**src/rtl/cft_pkg.sv**
```systemverilog
// Package: shared constants, state encoding and byte packing for the
// command frame transmitter. Assumes an 8-bit class/routing byte split 3/5.
package cft_pkg;

    localparam int          TYPE_W    = 3;
    localparam int          SUB_W     = 5;
    localparam logic [7:0]  SOF_BYTE  = 8'hFE;
    localparam logic [2:0]  TYPE_SREQ = 3'd1;

    typedef enum logic [2:0] {
        ST_IDLE   = 3'd0,
        ST_SOF    = 3'd1,
        ST_LEN_LO = 3'd2,
        ST_LEN_HI = 3'd3,
        ST_HDR    = 3'd4,
        ST_CMD    = 3'd5,
        ST_PAY    = 3'd6,
        ST_FCS    = 3'd7
    } cft_state_e;

    // Packs class into the top bits and routing into the low bits.
    function automatic logic [7:0] pack_hdr(input logic [TYPE_W-1:0] t,
                                            input logic [SUB_W-1:0]  s);
        return {t, s};
    endfunction

endpackage

```
**src/rtl/cft_sequencer.sv**
```systemverilog
// Module: frame phase sequencer. Walks the frame phases in fixed order and
// counts payload bytes still owed. Assumes start is only raised in ST_IDLE
// and that fire means the current byte was accepted downstream.
module cft_sequencer
    import cft_pkg::*;
#(
    parameter int LEN_W = 14
) (
    input  logic             clk,
    input  logic             rst_n,
    input  logic             start,
    input  logic [LEN_W-1:0] len,
    input  logic             fire,
    output cft_state_e       st,
    output logic             frame_end
);

    localparam logic [LEN_W-1:0] ONE = {{(LEN_W-1){1'b0}}, 1'b1};

    cft_state_e       st_n;
    logic [LEN_W-1:0] remain_q;
    logic [LEN_W-1:0] remain_n;

    // Next phase and remaining-count logic.
    always_comb begin
        st_n     = st;
        remain_n = remain_q;
        unique case (st)
            ST_IDLE: begin
                if (start) begin
                    st_n     = ST_SOF;
                    remain_n = len;
                end
            end
            ST_SOF:    if (fire) st_n = ST_LEN_LO;
            ST_LEN_LO: if (fire) st_n = ST_LEN_HI;
            ST_LEN_HI: if (fire) st_n = ST_HDR;
            ST_HDR:    if (fire) st_n = ST_CMD;
            ST_CMD: begin
                if (fire) st_n = (remain_q == '0) ? ST_FCS : ST_PAY;
            end
            ST_PAY: begin
                if (fire) begin
                    remain_n = remain_q - ONE;
                    if (remain_q == ONE) st_n = ST_FCS;
                end
            end
            ST_FCS:    if (fire) st_n = ST_IDLE;
            default:   st_n = ST_IDLE;
        endcase
    end

    // Phase and count registers.
    always_ff @(posedge clk) begin
        if (!rst_n) begin
            st       <= ST_IDLE;
            remain_q <= '0;
        end else begin
            st       <= st_n;
            remain_q <= remain_n;
        end
    end

    assign frame_end = (st == ST_FCS) && fire;

endmodule

```
**src/rtl/cft_xor_acc.sv**
```systemverilog
// Module: running XOR accumulator for the check byte. Assumes clear and
// enable never coincide (clear happens at header load, in idle).
module cft_xor_acc #(
    parameter int W = 8
) (
    input  logic         clk,
    input  logic         rst_n,
    input  logic         clear,
    input  logic         en,
    input  logic [W-1:0] din,
    output logic [W-1:0] acc
);

    // Accumulate each enabled byte; clear at frame start.
    always_ff @(posedge clk) begin
        if (!rst_n)     acc <= '0;
        else if (clear) acc <= '0;
        else if (en)    acc <= acc ^ din;
    end

endmodule

```
**src/rtl/cft_sync_lock.sv**
```systemverilog
// Module: blocking-request interlock. Set by acceptance of a blocking request,
// cleared by a response notice; set has priority when both occur together.
module cft_sync_lock (
    input  logic clk,
    input  logic rst_n,
    input  logic set,
    input  logic clr,
    output logic locked
);

    // Interlock flag with set-over-clear priority.
    always_ff @(posedge clk) begin
        if (!rst_n)   locked <= 1'b0;
        else if (set) locked <= 1'b1;
        else if (clr) locked <= 1'b0;
    end

endmodule

```
**src/rtl/cmd_frame_tx.sv**
```systemverilog
// Module: command frame transmitter top. Captures a header, then drives
// marker, length, class/routing, opcode, payload and XOR check bytes onto a
// valid/ready byte stream. Assumes 9 <= LEN_W <= 16 and a payload source that
// supplies exactly the loaded number of bytes.
module cmd_frame_tx
    import cft_pkg::*;
#(
    parameter int LEN_W = 14
) (
    input  logic              clk,
    input  logic              rst_n,
    input  logic              hdr_load,
    input  logic [2:0]        hdr_type,
    input  logic [4:0]        hdr_subsys,
    input  logic [7:0]        hdr_cmd,
    input  logic [LEN_W-1:0]  hdr_len,
    output logic              hdr_ready,
    input  logic              pl_valid,
    input  logic [7:0]        pl_data,
    output logic              pl_ready,
    output logic              tx_valid,
    output logic [7:0]        tx_data,
    input  logic              tx_ready,
    input  logic              resp_seen,
    output logic              frame_done
);

    localparam int PAD_W = 16 - LEN_W;

    cft_state_e       st;
    logic             frame_end;
    logic             locked;
    logic             hdr_accept;
    logic             tx_fire;
    logic             acc_en;
    logic [7:0]       fcs;
    logic [7:0]       len_hi;
    logic [2:0]       type_q;
    logic [4:0]       sub_q;
    logic [7:0]       cmd_q;
    logic [LEN_W-1:0] len_q;
    logic             done_q;

    // Header acceptance: idle, and not a blocked request.
    assign hdr_ready  = (st == ST_IDLE) && !(hdr_type == TYPE_SREQ && locked);
    assign hdr_accept = hdr_load && hdr_ready;
    assign tx_fire    = tx_valid && tx_ready;

    // Header capture registers.
    always_ff @(posedge clk) begin
        if (!rst_n) begin
            type_q <= '0;
            sub_q  <= '0;
            cmd_q  <= '0;
            len_q  <= '0;
        end else if (hdr_accept) begin
            type_q <= hdr_type;
            sub_q  <= hdr_subsys;
            cmd_q  <= hdr_cmd;
            len_q  <= hdr_len;
        end
    end

    // High length byte, zero-padded above the length width.
    generate
        if (PAD_W == 0) begin : g_full_len
            assign len_hi = len_q[15:8];
        end else begin : g_pad_len
            assign len_hi = {{PAD_W{1'b0}}, len_q[LEN_W-1:8]};
        end
    endgenerate

    // Output byte select per phase.
    always_comb begin
        unique case (st)
            ST_SOF:    tx_data = SOF_BYTE;
            ST_LEN_LO: tx_data = len_q[7:0];
            ST_LEN_HI: tx_data = len_hi;
            ST_HDR:    tx_data = pack_hdr(type_q, sub_q);
            ST_CMD:    tx_data = cmd_q;
            ST_PAY:    tx_data = pl_data;
            ST_FCS:    tx_data = fcs;
            default:   tx_data = 8'h00;
        endcase
    end

    // Valid follows the payload source during payload, else any active phase.
    assign tx_valid = (st == ST_PAY) ? pl_valid : (st != ST_IDLE);
    assign pl_ready = (st == ST_PAY) && tx_ready;

    // Check-byte accumulation covers every byte between marker and check.
    assign acc_en = tx_fire && (st != ST_SOF) && (st != ST_FCS) && (st != ST_IDLE);

    cft_sequencer #(.LEN_W(LEN_W)) u_seq (
        .clk       (clk),
        .rst_n     (rst_n),
        .start     (hdr_accept),
        .len       (hdr_len),
        .fire      (tx_fire),
        .st        (st),
        .frame_end (frame_end)
    );

    cft_xor_acc #(.W(8)) u_acc (
        .clk   (clk),
        .rst_n (rst_n),
        .clear (hdr_accept),
        .en    (acc_en),
        .din   (tx_data),
        .acc   (fcs)
    );

    cft_sync_lock u_lock (
        .clk    (clk),
        .rst_n  (rst_n),
        .set    (hdr_accept && (hdr_type == TYPE_SREQ)),
        .clr    (resp_seen),
        .locked (locked)
    );

    // Completion pulse one cycle after the check byte handshake.
    always_ff @(posedge clk) begin
        if (!rst_n) done_q <= 1'b0;
        else        done_q <= frame_end;
    end

    assign frame_done = done_q;

endmodule

```
**config.mk**
```make
export PLATFORM = sky130hd
export DESIGN_NAME = cmd_frame_tx
export DESIGN_NICKNAME = d
export VERILOG_FILES = /design/src/rtl/cft_pkg.sv /design/src/rtl/cft_sequencer.sv /design/src/rtl/cft_xor_acc.sv /design/src/rtl/cft_sync_lock.sv /design/src/rtl/cmd_frame_tx.sv
export SDC_FILE = /design/constraint.sdc
export NUM_CORES = 1
export LEC_CHECK = 0
export BUFFER_PORTS_ARGS = -buffer_cell sky130_fd_sc_hd__buf_2
export CORE_MARGIN = 2
export CORE_UTILIZATION = 60
export CTS_CLUSTER_DIAMETER = 50
export CTS_CLUSTER_SIZE = 20
export DETAILED_ROUTE_END_ITERATION = 10
export HOLD_SLACK_MARGIN = 0.06
export PLACE_DENSITY_LB_ADDON = 0.15
export SLEW_MARGIN = 30
export SYNTH_ARGS = -nofsm -noshare
export SYNTH_HDL_FRONTEND = slang
export SYNTH_SLANG_ARGS = --single-unit
```
**constraint.sdc**
```tcl
create_clock -name clk -period 6.21 [get_ports clk]
set_clock_uncertainty 0.05 [all_clocks]
set_input_delay 0.3105 -clock clk [delete_from_list [all_inputs] [get_ports clk]]
set_output_delay 0.3105 -clock clk [all_outputs]
set_load 0.03 [all_outputs]
```
Word level (Yosys, flattened, before mapping)

Index checks and enable logic that the tools add are counted.

Bits in registers: 57
Input port bits: 44
Output and inout bits: 12
Logic and storage cells: 69

Add/sub/neg operators: 1
Equal/unequal tests: 20
Mux-type cells: 18
Bitwise gates (word level): 2
Reductions and logical operators: 19

Operators with widths:

| kind                                                                    | number |
|---|---|
| 8-bit case mux with 7 select lines                                      | 1 |
| 14-bit 2-to-1 mux                                                       | 2 |
| 14-bit case mux with 2 select lines                                     | 1 |
| 3-bit 2-to-1 mux                                                        | 9 |
| 3-bit case mux with 8 select lines                                      | 1 |
| 2-bit inequality test, second input constant                            | 8 |
| 14-bit by 1-bit == test with 1-bit output, second input constant        | 1 |
| 14-bit logical NOT                                                      | 1 |
| 14-bit by 1-bit subtractor with 14-bit output, second input constant    | 1 |
| 3-bit == test, second input constant                                    | 4 |
| 1-bit logical AND                                                       | 10 |
| 9-bit AND reduction                                                     | 1 |
| 8-bit bitwise XOR                                                       | 1 |
| 3-bit by 1-bit == test with 1-bit output, second input constant         | 2 |
| 3-bit by 2-bit == test with 1-bit output, second input constant         | 2 |
| 1-bit 2-to-1 mux                                                        | 4 |
| 2-bit nonzero test                                                      | 2 |
| 3-bit logical NOT                                                       | 1 |
| 3-bit by 1-bit inequality test with 1-bit output, second input constant | 1 |
| 3-bit inequality test, second input constant                            | 1 |
| 3-bit AND reduction                                                     | 1 |
| 3-bit nonzero test                                                      | 1 |
| 2-bit by 1-bit inequality test with 1-bit output, second input constant | 1 |
| 2-bit OR reduction                                                      | 1 |
| other kinds (2)                                                         | 2 |

Logic depth before layout (Yosys ltp)

Gate-level depths: netlist (run 1).

Word-level depth: 7
Mapped depth: 9
Depth with buffers taken out: 7

By module

Synthesis (run 1) repeated with hierarchy kept, for this count alone.

Cell total of the unflattened synthesis: 406
Area total of the unflattened synthesis: 3449.6 sq um

Modules (own cells, without submodules):

| module        | instances | cells an instance | area each (sq um) | seq. area each (sq um) |
|---|---|---|---|---|
| cmd_frame_tx  | 1         | 212               | 1806.7            | 620.6 |
| cft_sequencer | 1         | 155               | 1217.4            | 340.3 |
| cft_xor_acc   | 1         | 36                | 384.1             | 160.2 |
| cft_sync_lock | 1         | 3                 | 41.3              | 20.0 |

Worst setup path after synthesis (run 1)

No wires, ideal clock.

Kind: reg2reg
From: reg u_seq.st[0]
To: reg u_acc.acc[5]
Setup time: 0.116 ns
Data arrival time: 2.198 ns
Required time: 6.044 ns
Path slack: 3.846 ns
Cell stages (with the launch flop): 7
Path buffers: 2
Clock period less this slack: 2.364 ns
Cell sequence: dfxtp_1 > clkbuf_1 > clkbuf_1 > a22oi_1 > o21ai_0 > a21oi_1 > a31o_2

Elaborated cells between the ends (all ways): 21
Classes of those cells: 9 x eq/ne; 2 x mux; 1 x bitwise; 9 x reduce/logical

RTL lines:

| element                                | line                | source |
|---|---|---|
| start: declaration                     | cft_sequencer.sv:14 | `output cft_state_e st,` |
| start signal: assignment               | cft_sequencer.sv:59 | `st <= st_n;` |
| 3-bit == test (tied with other cells)  | cmd_frame_tx.sv:75  | `unique case (st)` |
| 8-bit case mux with 7 select lines (*) | cmd_frame_tx.sv:75  |  |
| named net tx_data[5]                   | cmd_frame_tx.sv:22  | `output logic [7:0] tx_data,` |
| 8-bit bitwise XOR (*)                  | cft_xor_acc.sv:18   | `else if (en) acc <= acc ^ din;` |
| end signal: assignment                 | cft_xor_acc.sv:18   |  |
| end: declaration                       | cft_xor_acc.sv:11   | `output logic [W-1:0] acc` |

The timed path passes the listed nets; every way through them passes the cells marked *.
A chain may end at the register's enable or synchronous reset.

Final worst setup path (run 1)

From: reg u_seq.st[1]
To: out tx_data[4]

Word-level cells in the longest chain between the ends: 2
Elaborated cells between the ends (all ways): 8
Classes of those cells: 7 x eq/ne; 1 x mux

Ends and longest elaborated chain:

| element                                | line |
|---|---|
| 3-bit == test (tied with other cells)  | cmd_frame_tx.sv:75 |
| 8-bit case mux with 7 select lines (*) | cmd_frame_tx.sv:75 |
| end: declaration                       | cmd_frame_tx.sv:22 |

Mark *: on every way between the ends. The rest lies on a longest branch, timed or not.

==> flow_metrics.py, run 1 <==
metrics = {
    "worst_setup_path": {
        "cp_slowest_stage_delay_ns": 0.46,
        "r2r_start": "u_seq.st[2]$_SDFFE_PN0P_",
        "crit_path_end_kind": "output port",
        "crit_start": "u_seq.st[1]$_SDFFE_PN0P_",
        "worstPathBufferInverterCount": 2,
        "crit_slowest_cell": "a221oi_1",
        "critPathTopFamily": "buffers and inverters",
        "worstSetupPathType": "reg2out",
        "required_ns": 5.85,
        "critPathArrivalTime_ns": 2.27,
        "cp_cell_sequence": "buf_4 -> mux2_2 -> a221oi_1 -> a21oi_1 -> buf_2",
        "setup.worst_path.start_class": "flop",
        "cp_max_fo": 30,
    },
    "status": {
        "status": "finished, final reports clean",
    },
    "yosys": {
        "syn_nets": 436,
        "yosys_register_bits": 57,
        "ys_async_sr_fraction_pct": 0,
        "synth_cell_types": 60,
        "netlist_instances": 390,
        "yosysSeqAreaShare_pct": 37.9,
        "synth_edf_count": 0,
        "synth_top_area_share_pct": 37.9,
        "synthFlopType": "dfxtp_1",
        "synth_commonest_cells": "nand2_1 (85), dfxtp_1 (57), a21oi_1 (50)",
        "syn_area_um2": 3010,
        "synth_most_common_cell": "nand2_1",
        "synthTopCellsByArea": "dfxtp_1 (38%), nand2_1 (11%), a21oi_1 (8.3%), nor2_1 (3.6%), mux2i_1 (3.3%)",
        "yosys_warnings": 0,
        "yosysTopAreaCell": "dfxtp_1",
        "avgSynthCellArea_um2": 7.72,
    },
    "sta": {
        "hold_viol": 0,
        "setup-tns-final_ns": 0,
        "max_freq_ghz": 0.380,
        "rsz0062_at_grt": "no",
        "slew_headroom_pct": 40.2,
        "drv_slew": 0,
        "setup_violations": 0,
        "final.min_clock_period_ns": 2.63,
        "worst_pin_slew_ns": 0.897,
        "period_share_pct": 42.4,
    },
    "clock_tree": {
        "cts_tree": "yes",
        "cts_max_level": 3,
        "hold_buffers": 0,
        "cts_buffer_depth": 2,
        "clk_pin_slew_ns": 0.06,
        "numClockSinks": 57,
        "clk_latency_ns": 0.33,
        "cts_buffers": 9,
        "cts.repair.resized": 0,
        "postCtsSetupBuffers": 0,
        "root_buffer": "clkbuf_8",
    },
    "floorplan": {
        "start_util_pct": 62.9,
        "dieArea_um2": 5600,
        "core_um2": 4790,
        "die_y_um": 74.8,
        "num_rows": 25,
        "io_pins": 56,
        "fp.dieW_um": 74.8,
    },
    "detailed_routing": {
        "wire_per_inst_um": 15.3,
        "first_iter_violations": 365,
        "drtAntennaViolNets": 0,
        "first_pass_iters": 5,
        "via_per_inst": 5.97,
        "drcViolationCount": 0,
        "num_vias": 3002,
        "wl_mm": 7.72,
    },
    "grt": {
        "grt_pass1_wl_mm": 12.3,
        "grt_overflow": 0,
        "grt_usage_pct": 28.8,
        "grt_max_degree": 37,
        "grt_pass1_vias": 2579,
        "antenna_found_initial": 0,
    },
    "layout": {
        "drive_above_1_share_pct": 19.5,
        "areaGrowthSynthToFinish_pct": 14.4,
        "diodes": 0,
        "fill_cells": 407,
        "nNetsFinal": 479,
        "instances_no_fill": 503,
    },
    "place": {
        "port-buffer-count": 55,
        "post-place-cells": 488,
        "routabilityCongestion": 0.840,
        "dp_hpwl_mm": 5.27,
    },
    "pwr": {
        "p_leak_nw": 1.39,
        "powerDensity_nw_per_um2": 286,
        "max-vdd-ir-drop_uv": 198,
    },
    "job": {
        "drv_cap": 0,
    },
    "hold_path": {
        "hold_path.class": "in2reg",
        "min_from": "hdr_cmd[4]",
    },
}
## through the flow
stage	cell area (um2)	setup slack, ns	power [mW]	utilization (%)	hold slack, ns
CTS	3430	3.63	0.985	71.7	0.160
global route	3440	3.42	1.04	71.9	0.166
detailed placement	3270	3.65	0.691	68.3	0.394
global placement	3270	3.71	0.686	68.3	0.388
finish	3440	3.58	0.986	71.9	0.166
floorplan	3010	3.85	0.622	-	0.381
## state kept, by name, indices dropped and copies added (netlist names)
register,flops
u_seq.remain_q,14
u_acc.acc,8
u_lock.locked,1
cmd_q,8
frame_done,1
type_q,3
len_q,14
u_seq.st,3
sub_q,5
## path summary, 6_finish.rpt
kind                                     to  slack [ns]  cells past startpoint
setup / recovery                 tx_data[4]        3.58                      5
hold / removal        cmd_q[4]$_SDFFE_PN0P_        0.17                      3
setup reg to reg  u_acc.acc[2]$_SDFFE_PP0P_        3.62                      5
hold reg to reg      len_q[13]$_SDFFE_PN0P_        0.40                      2
## worst reg2reg max path, delay by kind of cell, from the launching register on
family	cells	cell delay [ns]
AND/OR/NAND/NOR	5	1.66
flip-flops	1	0.83
## cells by family after synthesis
family	after synthesis	synth area share, %
adders and majority gates	2	0.831
and+or+nand+nor	162	25.2
buffers and inverters	37	5.74
AOI/OAI and AO/OA	112	23.8
xor gates and xnor gates	6	1.75
muxes	14	4.82
DFF	57	37.9
## cell type report
class | instances | area, um2 | share of cell area (%)
multi-input cells | 296 | 1710 | 49.5
flip-flops and latches | 57 | 1140 | 33.1
repair buffers | 60 | 317 | 9.19
clock buffers | 14 | 163 | 4.72
well taps | 67 | 83.8 | 2.43
inverters | 9 | 33.8 | 0.981
## placed cells by master, fill, tap and decap left out, types with 5 or more instances in the layout
cell / instances
o21ai_0: 15
a211oi_1: 5
dfxtp_1: 57
buf_2: 55
inv_1: 8
nand3_1: 6
mux2i_1: 10
clkbuf_8: 11
nor3_1: 6
nand2b_1: 6
nor2b_1: 5
nand2_1: 85
nor2_1: 29
a21oi_1: 50
## power breakdown
group	internal, mW	switching [mW]	total, mW
combinational	0.0930	0.174	0.267
sequential	0.397	0.0240	0.421
clock	0.163	0.135	0.297
## layer usage
layer / wire (um) / GRT usage (%)
met3: 565 / 5.49
met1: 3570 / 41.5
met5: 0 / 0
met4: 82 / 10.1
met2: 3500 / 43.2
Power figures use the tool's default switching activity.
==> run 2, diff against run 1 <==
--- a/config.mk
+++ b/config.mk
@@ -5,9 +5,10 @@
 export SDC_FILE = /design/constraint.sdc
 export NUM_CORES = 1
 export LEC_CHECK = 0
+export ABC_AREA = 1
 export BUFFER_PORTS_ARGS = -buffer_cell sky130_fd_sc_hd__buf_2
 export CORE_MARGIN = 2
-export CORE_UTILIZATION = 60
+export CORE_UTILIZATION = 51
 export CTS_CLUSTER_DIAMETER = 50
 export CTS_CLUSTER_SIZE = 20
 export DETAILED_ROUTE_END_ITERATION = 10
==> constraint.sdc (replaced) <==
create_clock -name clk -period 2.15 [get_ports clk]
set_clock_uncertainty 0.05 [all_clocks]
set_input_delay 0.1075 -clock clk [delete_from_list [all_inputs] [get_ports clk]]
set_output_delay 0.1075 -clock clk [all_outputs]
set_load 0.03 [all_outputs]
==> flow_metrics.py, run 2 <==
metrics = {
    "status": {
        "status": "finished, final reports clean",
    },
    "worst_setup_path": {
        "cp_cell_sequence": "inv_2 -> nand3_2 -> buf_4 -> nor2_1 -> nor2_1 -> nand3_1 -> buf_2",
        "worstSetupPathType": "reg2out",
        "setup.worst_path.start_class": "flop",
        "crit_slowest_cell": "dfxtp_1",
        "cp_common_cell": "nor2_1",
        "cp_max_fo": 19,
        "crit_path_end_kind": "output port",
        "critPathTopFamily": "buffers and inverters",
        "required_ns": 1.99,
        "cp_slowest_stage_delay_ns": 0.45,
        "critPathArrivalTime_ns": 1.91,
        "worstPathBufferInverterCount": 3,
    },
    "yosys": {
        "synthFlopType": "dfxtp_1",
        "synth_top_area_share_pct": 35.0,
        "synthTopCellsByArea": "dfxtp_1 (35%), nand2_1 (17%), a21oi_1 (9.4%), nor2_1 (6.8%), inv_1 (6.0%)",
        "yosys_warnings": 0,
        "avgSynthCellArea_um2": 6.28,
        "yosys_register_bits": 57,
        "synth_cell_types": 25,
        "synth_edf_count": 0,
        "synth_most_common_cell": "nand2_1",
        "syn_area_um2": 3260,
        "netlist_instances": 519,
        "synth_commonest_cells": "nand2_1 (147), a21oi_1 (61), nor2_1 (59)",
        "yosysTopAreaCell": "dfxtp_1",
        "ys_async_sr_fraction_pct": 0,
        "syn_nets": 565,
        "yosysSeqAreaShare_pct": 35.0,
    },
    "layout": {
        "diodes": 0,
        "fill_cells": 595,
        "nNetsFinal": 646,
        "drive_above_1_share_pct": 16.1,
        "areaGrowthSynthToFinish_pct": 24.3,
        "seqCellArea_um2": 1140,
        "layout_commonest_cell": "nand2_1",
        "most-common-layout-cells": "nand2_1 (147), a21oi_1 (61), nor2_1 (59), dfxtp_1 (56), buf_2 (55)",
        "multi_input_area_um2": 1740,
        "largestRegisters": "len_q x14, u_seq.remain_q x14",
        "fin_area_um2": 4050,
    },
    "pwr": {
        "p_leak_nw": 1.87,
        "max-vdd-ir-drop_uv": 771,
        "power_mw": 4.61,
        "powerDensity_nw_per_um2": 1140,
    },
    "grt": {
        "grt_overflow": 0,
        "grt_pass1_vias": 3301,
        "grt_usage_pct": 27.1,
        "grt_max_degree": 31,
        "antenna_found_initial": 0,
        "grt_pass1_wl_mm": 15.4,
    },
    "detailed_routing": {
        "drtAntennaViolNets": 0,
        "wire_per_inst_um": 13.8,
        "via_per_inst": 5.36,
        "first_iter_violations": 292,
        "first_pass_iters": 5,
        "drcViolationCount": 0,
        "wl_mm": 9.43,
        "num_vias": 3647,
    },
    "sta": {
        "setup_violations": 0,
        "holdWs_ns": 0.164,
        "final.min_clock_period_ns": 2.06,
        "setup_ws_ns": 0.0857,
        "period_share_pct": 96.0,
        "max_freq_ghz": 0.484,
        "drv_slew": 0,
        "slew_headroom_pct": 63.7,
        "setup-tns-final_ns": 0,
        "worst_pin_slew_ns": 0.544,
        "rsz0062_at_grt": "no",
        "hold_viol": 0,
    },
    "hold_path": {
        "hold_path.class": "in2reg",
    },
    "place": {
        "place_area_um2": 3540,
        "dp_hpwl_mm": 6.48,
        "pre_cts_slack_ns": 0.229,
        "routabilityCongestion": 0.910,
        "port-buffer-count": 55,
    },
    "floorplan": {
        "num_rows": 29,
        "die_y_um": 83.9,
        "core_um2": 6280,
        "dieArea_um2": 7040,
        "fp.dieW_um": 83.9,
        "io_pins": 56,
        "start_util_pct": 51.9,
    },
    "job": {
        "drv_cap": 0,
    },
    "clock_tree": {
        "cts_buffers": 9,
        "root_buffer": "clkbuf_8",
        "clk_latency_ns": 0.34,
        "cts_tree": "yes",
        "postCtsSetupBuffers": 0,
        "clk_pin_slew_ns": 0.07,
        "cts_max_level": 3,
        "cts_buffer_depth": 2,
        "numClockSinks": 57,
    },
}
==> run 2: layout make-up <==
class	instances	share of cell area, %
clock buffer	12	3.83
clock inverter	3	0.989
inverter	57	5.28
multi-input combinational	379	42.9
sequential	57	28.3
tap	77	2.38
timing repair buffer	96	16.3
==> run 2: path summary, 6_finish.rpt <==
path | start | to | slack [ns] | depth (start not counted)
worst max-delay path | u_seq.st[0]$_SDFFE_PN0P_ | tx_data[4] | 0.09 | 7
worst min-delay path | rst_n | len_q[8]$_SDFFE_PN0P_ | 0.16 | 3
worst max register to register | u_seq.st[0]$_SDFFE_PN0P_ | u_seq.remain_q[11]$_SDFFE_PN0P_ | 0.33 | 8
worst min register to register | len_q[8]$_SDFFE_PN0P_ | len_q[8]$_SDFFE_PN0P_ | 0.41 | 2
==> run 2: repair_timing <==
action | 4_1_cts | 5_1_grt
endpoints found under the hold margin | 33 | 0
hold buffers | 31 | 0
resized for setup | 1 | 1
setup endpoints to repair | 7 | 4
==> run 2: per-layer routing <==
layer  vias to the layer above  track usage (%)  wire length [um]
met1                      1650             37.4              4460
met3                        21             5.24               565
met4                         0             9.82               167
li1                       1841                -                 -
met2                       135             42.1              4240
met5                         -                0                 0
==> run 2: worst register-to-register path, cell delays in order (launching register included) <==
cell	delay, ns
dfxtp_1	0.37
inv_2	0.22
nand2_1	0.12
inv_1	0.07
nand4_1	0.19
nand2_2	0.33
inv_2	0.18
nand2_1	0.10
a21oi_1	0.07
==> run 2: per-stage QoR <==
stage / std cells / util, %
6_report: 681 / 64.5
5_1_grt: 681 / 64.5
4_1_cts: 681 / 64.5
3_5_place_dp: 635 / 56.4
3_3_place_gp: 635 / 56.4
2_1_floorplan: 519 / -
==> run 2: logic make-up after synthesis <==
kind of cell | Yosys count | synth area share (%)
and+or+nand+nor | 286 | 38.3
AOI/OAI and AO/OA | 89 | 13.7
buffers and inverters | 83 | 11.6
DFF | 57 | 35.0
adders and majority gates | 2 | 0.768
xor gates and xnor gates | 1 | 0.269
muxes | 1 | 0.307
==> run 2: power by group <==
| group | switching, mW | internal, mW |
|---|---|---|
| combinational | 1.45 | 0.644 |
| clock | 0.434 | 0.589 |
| sequential | 0.208 | 1.29 |
| total | 2.09 | 2.52 |
